$ cat config.mk
export PLATFORM = sky130hd
export DESIGN_NAME = tlb_xlate
export DESIGN_NICKNAME = d
export VERILOG_FILES = /design/src/rtl/tlb_pkg.sv /design/src/rtl/tlb_perm.sv /design/src/rtl/tlb_store.sv /design/src/rtl/tlb_xlate.sv
export SDC_FILE = /design/constraint.sdc
export NUM_CORES = 2
export LEC_CHECK = 0
export ABC_AREA = 0
export ABC_CLOCK_PERIOD_IN_PS = 4400
export BUFFER_PORTS_ARGS = -buffer_cell sky130_fd_sc_hd__buf_2
export CAP_MARGIN = 30
export CORE_MARGIN = 5
export CORE_UTILIZATION = 51
export CTS_BUF_LIST = sky130_fd_sc_hd__clkbuf_8
export CTS_CLUSTER_DIAMETER = 200
export DETAILED_ROUTE_END_ITERATION = 8
export PLACE_DENSITY_LB_ADDON = 0.08
export SLEW_MARGIN = 0
export SYNTH_ARGS = -nofsm -noshare
export SYNTH_HDL_FRONTEND = slang
export SYNTH_SLANG_ARGS = --single-unit
$ cat constraint.sdc
create_clock -name clk -period 4.4 [get_ports clk]
set_clock_uncertainty 0.05 [all_clocks]
set_input_delay 0.22 -clock clk [delete_from_list [all_inputs] [get_ports clk]]
set_output_delay 0.22 -clock clk [all_outputs]
set_load 0.01 [all_outputs]
$ cat src/rtl/tlb_pkg.sv
package tlb_pkg;

  typedef struct packed {
    logic us;
    logic rw;
    logic d;
  } acc_t;

  localparam logic [31:0] PTE_SET_MASK = 32'h0000_0060;

  // Permission rule, index = {wp, user, page_us, page_rw, write}
  function automatic logic perm_allow(input logic [4:0] k);
    logic wp, usr, pus, prw, wr;
    wp  = k[4];
    usr = k[3];
    pus = k[2];
    prw = k[1];
    wr  = k[0];
    if (wp)
      perm_allow = !((usr && !pus) || (wr && !prw));
    else if (!usr)
      perm_allow = 1'b1;
    else
      perm_allow = pus && !(wr && !prw);
  endfunction

endpackage

$ cat src/rtl/tlb_perm.sv
module tlb_perm (
  input  logic wp,
  input  logic user,
  input  logic page_us,
  input  logic page_rw,
  input  logic wr,
  output logic allow
);
  import tlb_pkg::*;

  localparam int LUT_N = 32;

  logic [LUT_N-1:0] lut;

  genvar g;
  generate
    for (g = 0; g < LUT_N; g++) begin : g_lut
      assign lut[g] = perm_allow(5'(g));
    end
  endgenerate

  assign allow = lut[{wp, user, page_us, page_rw, wr}];
endmodule

$ cat src/rtl/tlb_store.sv
module tlb_store
  import tlb_pkg::*;
#(
  parameter int TAG_W  = 20,
  parameter int PPFN_W = 20,
  parameter int PTE_W  = 32,
  parameter int IDX_W  = 5
) (
  input  logic              clk,
  input  logic              rst,
  input  logic              flush,
  input  logic              inval_en,
  input  logic [IDX_W-1:0]  inval_idx,
  input  logic              fill_en,
  input  logic [IDX_W-1:0]  fill_idx,
  input  logic [TAG_W-1:0]  fill_tag,
  input  logic [PPFN_W-1:0] fill_ppfn,
  input  logic [PTE_W-1:0]  fill_pte,
  input  acc_t              fill_acc,
  input  logic              dset_en,
  input  logic [IDX_W-1:0]  dset_idx,
  input  logic [IDX_W-1:0]  rd_idx,
  output logic [TAG_W-1:0]  rd_tag,
  output logic [PPFN_W-1:0] rd_ppfn,
  output logic [PTE_W-1:0]  rd_pte,
  output acc_t              rd_acc
);
  localparam int ENTRIES = 1 << IDX_W;

  logic [TAG_W-1:0]  tag_q  [ENTRIES];
  acc_t              acc_q  [ENTRIES];
  logic [PPFN_W-1:0] ppfn_m [ENTRIES];
  logic [PTE_W-1:0]  pte_m  [ENTRIES];

  // Tags live in flops so a flush empties every entry in one cycle
  always_ff @(posedge clk) begin
    for (int e = 0; e < ENTRIES; e++) begin
      if (rst || flush)
        tag_q[e] <= '1;
      else if (inval_en && inval_idx == IDX_W'(e))
        tag_q[e] <= '1;
      else if (fill_en && fill_idx == IDX_W'(e))
        tag_q[e] <= fill_tag;
    end
  end

  always_ff @(posedge clk) begin
    for (int e = 0; e < ENTRIES; e++) begin
      if (rst)
        acc_q[e] <= '0;
      else if (fill_en && fill_idx == IDX_W'(e))
        acc_q[e] <= fill_acc;
      else if (dset_en && dset_idx == IDX_W'(e))
        acc_q[e].d <= 1'b1;
    end
  end

  // Payload arrays: single write port, no reset
  always_ff @(posedge clk) begin
    if (fill_en) begin
      ppfn_m[fill_idx] <= fill_ppfn;
      pte_m[fill_idx]  <= fill_pte;
    end
  end

  assign rd_tag  = tag_q[rd_idx];
  assign rd_acc  = acc_q[rd_idx];
  assign rd_ppfn = ppfn_m[rd_idx];
  assign rd_pte  = pte_m[rd_idx];

  assert_inval_empties_R1: assert property (@(posedge clk) disable iff (rst)
    inval_en |=> tag_q[$past(inval_idx)] == '1);

  assert_fill_over_dirty_R11: assert property (@(posedge clk) disable iff (rst)
    (fill_en && dset_en && fill_idx == dset_idx) |=> acc_q[$past(fill_idx)] == $past(fill_acc));
endmodule

$ cat src/rtl/tlb_xlate.sv
module tlb_xlate
  import tlb_pkg::*;
#(
  parameter int ADDR_W = 32,
  parameter int PAGE_W = 12,
  parameter int IDX_W  = 5
) (
  input  logic                     clk,
  input  logic                     rst,
  input  logic                     wp_en,
  input  logic                     lk_valid,
  input  logic [ADDR_W-1:0]        lk_laddr,
  input  logic                     lk_write,
  input  logic                     lk_fetch,
  input  logic                     lk_user,
  input  logic                     fill_en,
  input  logic [ADDR_W-1:0]        fill_laddr,
  input  logic [ADDR_W-PAGE_W-1:0] fill_pframe,
  input  logic [ADDR_W-1:0]        fill_pte_addr,
  input  logic                     fill_user_ok,
  input  logic                     fill_wr_ok,
  input  logic                     fill_dirty,
  input  logic                     flush_all,
  input  logic                     inval_en,
  input  logic [ADDR_W-1:0]        inval_laddr,
  output logic                     rsp_valid,
  output logic                     rsp_hit,
  output logic [ADDR_W-1:0]        rsp_paddr,
  output logic                     rsp_fault,
  output logic [2:0]               rsp_err,
  output logic                     rsp_upd,
  output logic [ADDR_W-1:0]        rsp_pte_addr,
  output logic [ADDR_W-1:0]        rsp_pte_mask
);
  localparam int PFN_W = ADDR_W - PAGE_W;
  localparam int IDX_LO = PAGE_W;
  localparam int IDX_HI = PAGE_W + IDX_W - 1;

  logic [PFN_W-1:0]  lk_pfn;
  logic [IDX_W-1:0]  lk_idx;
  logic [PAGE_W-1:0] lk_off;
  logic [PFN_W-1:0]  rd_tag;
  logic [PFN_W-1:0]  rd_ppfn;
  logic [ADDR_W-1:0] rd_pte;
  acc_t              rd_acc;
  acc_t              fill_acc;
  logic              is_wr, tag_hit, allow, dset;

  assign lk_pfn = lk_laddr[ADDR_W-1:PAGE_W];
  assign lk_idx = lk_laddr[IDX_HI:IDX_LO];
  assign lk_off = lk_laddr[PAGE_W-1:0];
  assign is_wr  = lk_write && !lk_fetch;
  assign fill_acc = '{us: fill_user_ok, rw: fill_wr_ok, d: fill_dirty};

  tlb_store #(
    .TAG_W(PFN_W), .PPFN_W(PFN_W), .PTE_W(ADDR_W), .IDX_W(IDX_W)
  ) u_store (
    .clk(clk), .rst(rst), .flush(flush_all),
    .inval_en(inval_en), .inval_idx(inval_laddr[IDX_HI:IDX_LO]),
    .fill_en(fill_en), .fill_idx(fill_laddr[IDX_HI:IDX_LO]),
    .fill_tag(fill_laddr[ADDR_W-1:PAGE_W]), .fill_ppfn(fill_pframe),
    .fill_pte(fill_pte_addr), .fill_acc(fill_acc),
    .dset_en(dset), .dset_idx(lk_idx),
    .rd_idx(lk_idx), .rd_tag(rd_tag), .rd_ppfn(rd_ppfn),
    .rd_pte(rd_pte), .rd_acc(rd_acc)
  );

  tlb_perm u_perm (
    .wp(wp_en), .user(lk_user), .page_us(rd_acc.us),
    .page_rw(rd_acc.rw), .wr(is_wr), .allow(allow)
  );

  assign tag_hit = lk_valid && !flush_all && (rd_tag == lk_pfn) && (lk_pfn != '1);
  assign dset    = tag_hit && allow && is_wr && !rd_acc.d;

  always_ff @(posedge clk) begin
    if (rst) begin
      rsp_valid    <= 1'b0;
      rsp_hit      <= 1'b0;
      rsp_paddr    <= '0;
      rsp_fault    <= 1'b0;
      rsp_err      <= '0;
      rsp_upd      <= 1'b0;
      rsp_pte_addr <= '0;
      rsp_pte_mask <= '0;
    end else begin
      rsp_valid    <= lk_valid;
      rsp_hit      <= tag_hit;
      rsp_paddr    <= tag_hit ? {rd_ppfn, lk_off} : '0;
      rsp_fault    <= tag_hit && !allow;
      rsp_err      <= (tag_hit && !allow) ? {lk_user, is_wr, 1'b1} : 3'b000;
      rsp_upd      <= dset;
      rsp_pte_addr <= tag_hit ? rd_pte : '0;
      rsp_pte_mask <= dset ? PTE_SET_MASK : '0;
    end
  end

  assert_flush_miss_R9: assert property (@(posedge clk) disable iff (rst)
    (lk_valid && flush_all) |=> (rsp_valid && !rsp_hit));

  assert_allones_miss_R2: assert property (@(posedge clk) disable iff (rst)
    (lk_valid && lk_laddr[ADDR_W-1:PAGE_W] == '1) |=> !rsp_hit);

  assert_fault_code_R8: assert property (@(posedge clk) disable iff (rst)
    rsp_fault |-> (rsp_hit && rsp_err[0] && !rsp_upd));

  assert_upd_mask_R7: assert property (@(posedge clk) disable iff (rst)
    rsp_upd |-> (rsp_hit && !rsp_fault && rsp_pte_mask == PTE_SET_MASK));

  assert_fetch_read_R6: assert property (@(posedge clk) disable iff (rst)
    (lk_valid && lk_fetch) |=> (!rsp_upd && !rsp_err[1]));

  assert_miss_quiet_R1: assert property (@(posedge clk) disable iff (rst)
    !rsp_hit |-> (rsp_paddr == '0 && rsp_pte_addr == '0 && !rsp_fault));
endmodule

==> summary.md <==
| Metric | Value |
|---|---|
| Status | `finished clean` |
| Peak Freq | `~240 MHz` |
| R2r startpoint | `u_store.tag_q[23][3]` |
| Fill cells | `~14k` |
| Overflow after GRT | `0` |
| RSZ-0062 raised after global routing | `no` |
| Layout cells sized above 1 | `around a third` |
| Htree depth | `5` |
| Post-synthesis cell area | `0.0991 mm^2` |
| Count leader, synth | `edfxtp_1` |
| Async S/R FF share, synth | `0%` |
| Critical path buffers and inverters | `2` |
| WP data arrival | `a little over 5 ns` |
| TritonCTS Buffers | `around 410` |
| Area after DPL | `~0.10 mm^2` |
| Ys Warns | `0` |
| Final #Nets | `between 5k and 6k` |
| DR DRC count | `0` |
| CP endpoint kind | `register` |
| Buffers added on ports | `roughly 190` |
| Syn avg cell area | `19.8 um^2` |
| Hold Crit Class | `in2reg` |
| Die Height | `around 450 um` |
| CP cell instances | `mux4_1, mux2_2, a211oi_1, a211o_1, nand2_1, or4_1, and4bb_2, buf_4, nand3_1, a21oi_1, dlygate4sd3_1` |
| Starting density of the core | `51.4%` |
| Via density | `around 6` |
| Crit path kind | `reg2reg` |
| Worst path slowest cell | `a211oi_1` |
| Clock Pin Slew Worst Setup and Hold Paths | `~0.070 ns` |
| Routed wire length | `approximately 270,000 um` |
| Switching share of power | `between 20% and 30%` |
| Number of global-route vias before repair | `53.6k` |
| Slew @ Worst Pin | `between 1 and 1.5 ns` |
| LEAKAGE | `between 30 and 40 nW` |
| Psw | `10.9 mW` |
| Initial antenna violation count | `18` |
| # Post-CTS Setup Buffers | `0` |
| Drt pass-1 iters | `6` |
| Setup_tns | `0 ns` |
| Period Utilization, post-route | `a little over nine tenths` |
| Combinational share of power | `just over 6%` |
| DIE AREA | `0.203 mm^2` |
| First-pass GRT wire length | `between 300,000 and 400,000 um` |
| Worst setup SP type | `register` |
| Die Wd | `451 um` |
| Clk sinks | `around 2.5k` |
| Sequential area share after synthesis | `about three quarters` |
| Number of routed nets with antenna violations | `0` |
| Power per standard cell area | `428 mW/mm^2` |
| Slew Limit Fails | `0` |
| Synth top area cells | `edfxtp_1 (73%), mux4_2 (15%), or2_2 (2.1%)` |
| IO Count | `about 260` |
| Synth Register Bits | `~2.5k` |
| Largest stage delay on the critical path | `~0.63 ns` |
| Post-synth top cells | `edfxtp_1 (2,400), mux4_2 (641), or2_2 (334)` |
| WL/cell | `31.8 um` |
| Gpl congestion | `between 0.8 and 0.9` |
| Clock power share | `roughly 40%` |
| Ys flop type | `edfxtp_1` |
| Row count | `161` |
| Yosys top cell by area | `edfxtp_1` |
| Starting DRT DRC Count | `roughly 6.4k` |
| CP top delay family | `simple AND/OR/NAND/NOR gates` |
| Clk buf depth | `4` |
| All-Layer GR Usage | `between 20% and 30%` |
| CTS tree | `built` |
| Pin count of the biggest net entering global routing | `about 130` |
| Max-cap violation count | `0` |
| Cell area after layout | `between 0.1 and 0.15 mm^2` |
| Final hold vios | `0` |
| Rel. slew slack | `between 30 and 40%` |
| Core area | `~0.19 mm^2` |
| Peak supply drop | `approximately 0.24 mV` |
| Number of flops mapped to enable cells by yosys | `about 2.4k` |
| Worst EP required | `between 5 and 6 ns` |
| Area growth from synthesis to layout | `14.2%` |
| Max FO, Critical Path | `8` |
| Vias | `approximately 52k` |
| Area share of the largest cell type after synthesis | `72.7%` |
| Reg power frac | `between 50% and 60%` |
| Synthesized instance count | `5,018` |
| Clock Latency Late Sink | `approximately 1.1 ns` |
| CTS root buffer | `clkbuf_8` |
| Final setup vio count | `0` |
| Internal power | `around 38 mW` |
| Power Total | `just under 50 mW` |
| Yosys cell types | `73` |
| Critical path startpoint | `u_store.tag_q[23][3]` |
| Worst hold path startpoint | `fill_pframe[6]` |
| Crit path time final | `4.19 ns` |
| Hpwl dp | `around 150,000 um` |
-- timing repair --
action,CTS,global route
hold buffers,139,0
hold endpoints to repair,2520,0
gates resized for setup,0,0
-- layer usage --
| layer | vias up | part of all wire, % | track usage [%] |
|---|---|---|---|
| li1 | 21500 | - | - |
| met2 | 2389 | 48 | 41.9 |
| met5 | - | 0.015 | 0 |
| met4 | 6 | 3.2 | 8.57 |
| met3 | 468 | 7.8 | 4.88 |
| met1 | 27900 | 41 | 38.6 |
-- registers in the layout (all words and copies together), names as in the netlist --
name / count
u_store.pte_m: 1024
rsp_paddr: 32
u_store.tag_q: 640
u_store.acc_q: 96
rsp_hit: 1
rsp_valid: 1
rsp_err: 3
rsp_pte_addr: 32
u_store.ppfn_m: 640
rsp_pte_mask: 1
-- placed cells by master (no fill, tap or decap), types with 10 or more instances in the layout --
cell | synthesis | routed
clkinv_2 | 0 | 33
a22oi_1 | 29 | 29
edfxtp_1 | 2400 | 2400
a21oi_1 | 114 | 114
dlygate4sd3_1 | 0 | 139
mux2i_1 | 118 | 118
dfxtp_1 | 70 | 70
o21bai_1 | 32 | 32
inv_4 | 0 | 32
clkbuf_8 | 0 | 468
o221ai_1 | 19 | 19
buf_2 | 60 | 189
nand3_1 | 17 | 17
o22ai_1 | 14 | 14
nor2_1 | 98 | 98
inv_1 | 54 | 164
nor3_1 | 17 | 17
clkinv_1 | 2 | 88
buf_12 | 2 | 31
mux4_2 | 641 | 641
mux2_2 | 21 | 21
nand2_1 | 316 | 313
o41ai_1 | 16 | 16
nand2b_1 | 163 | 163
and2_1 | 27 | 29
or2_2 | 334 | 334
buf_4 | 45 | 169
a22o_1 | 10 | 10
conb_1 | 2 | 110
nor2b_1 | 16 | 14
-- worst reg2reg max path: stages (launching register included) --
cell and delay (ns):
edfxtp_1 0.36, mux4_1 0.50, mux2_2 0.30, a211oi_1 0.63, a211o_1 0.18, nand2_1 0.11
or4_1 0.53, and4bb_2 0.40, buf_4 0.21, nand3_1 0.09, a21oi_1 0.16, dlygate4sd3_1 0.57
-- final timing paths --
| kind | endpoint | cells past startpoint | slack [ns] |
|---|---|---|---|
| min reg2reg | rsp_paddr[20] | 4 | 0.85 |
| max reg2reg | u_store.acc_q[6][0] | 11 | 0.21 |
| min | u_store.ppfn_m[24][6] | 2 | 0.12 |
| max | u_store.acc_q[6][0] | 11 | 0.21 |
-- stage by stage --
step           std cells  util (%)  setup slack, ns  hold slack, ns
2_1_floorplan       5126         -            0.752           0.269
3_3_place_gp        7689      53.9            0.124           0.372
3_5_place_dp        7694      53.9            0.111           0.373
4_1_cts             8573      58.6            0.242        0.000450
5_1_grt             8576      58.7            0.134          0.0924
6_report            8579      58.7            0.215           0.125
-- cell type report --
type	instances	area, um^2	area share, %
sequential	2470	73500	64.9
antenna	5	12.5	0.0111
timing repair buffer	539	4450	3.93
inverter	56	295	0.261
multi-input combinational	2243	24100	21.3
clock inverter	272	1210	1.07
clock buffer	468	6440	5.69
tap	2526	3160	2.79
-- power groups by stage --
| stage | combinational, mW | sequential, mW | clock [mW] |
|---|---|---|---|
| global placement | 2.83 | 27.0 | 0 |
| floorplan | 1.74 | 27.0 | 0 |
| global route | 3.13 | 26.6 | 20.5 |
| finish | 2.96 | 26.6 | 19.0 |
| CTS | 2.97 | 26.6 | 19.3 |
| detailed placement | 2.87 | 27.0 | 0 |
-- cells by family (layout without fill, tap and decap cells) --
logic type	after synthesis	after routing	synth area share, %
xor+xnor	16	16	0.141
mux	785	785	16.1
compound gates	300	300	2.15
other cells	2	115	0.00758
simple gates	1032	1032	5.49
flops	2470	2470	74.1
buf+inv	413	1335	1.97
Note: power is estimated with default switching activity, not from simulation.
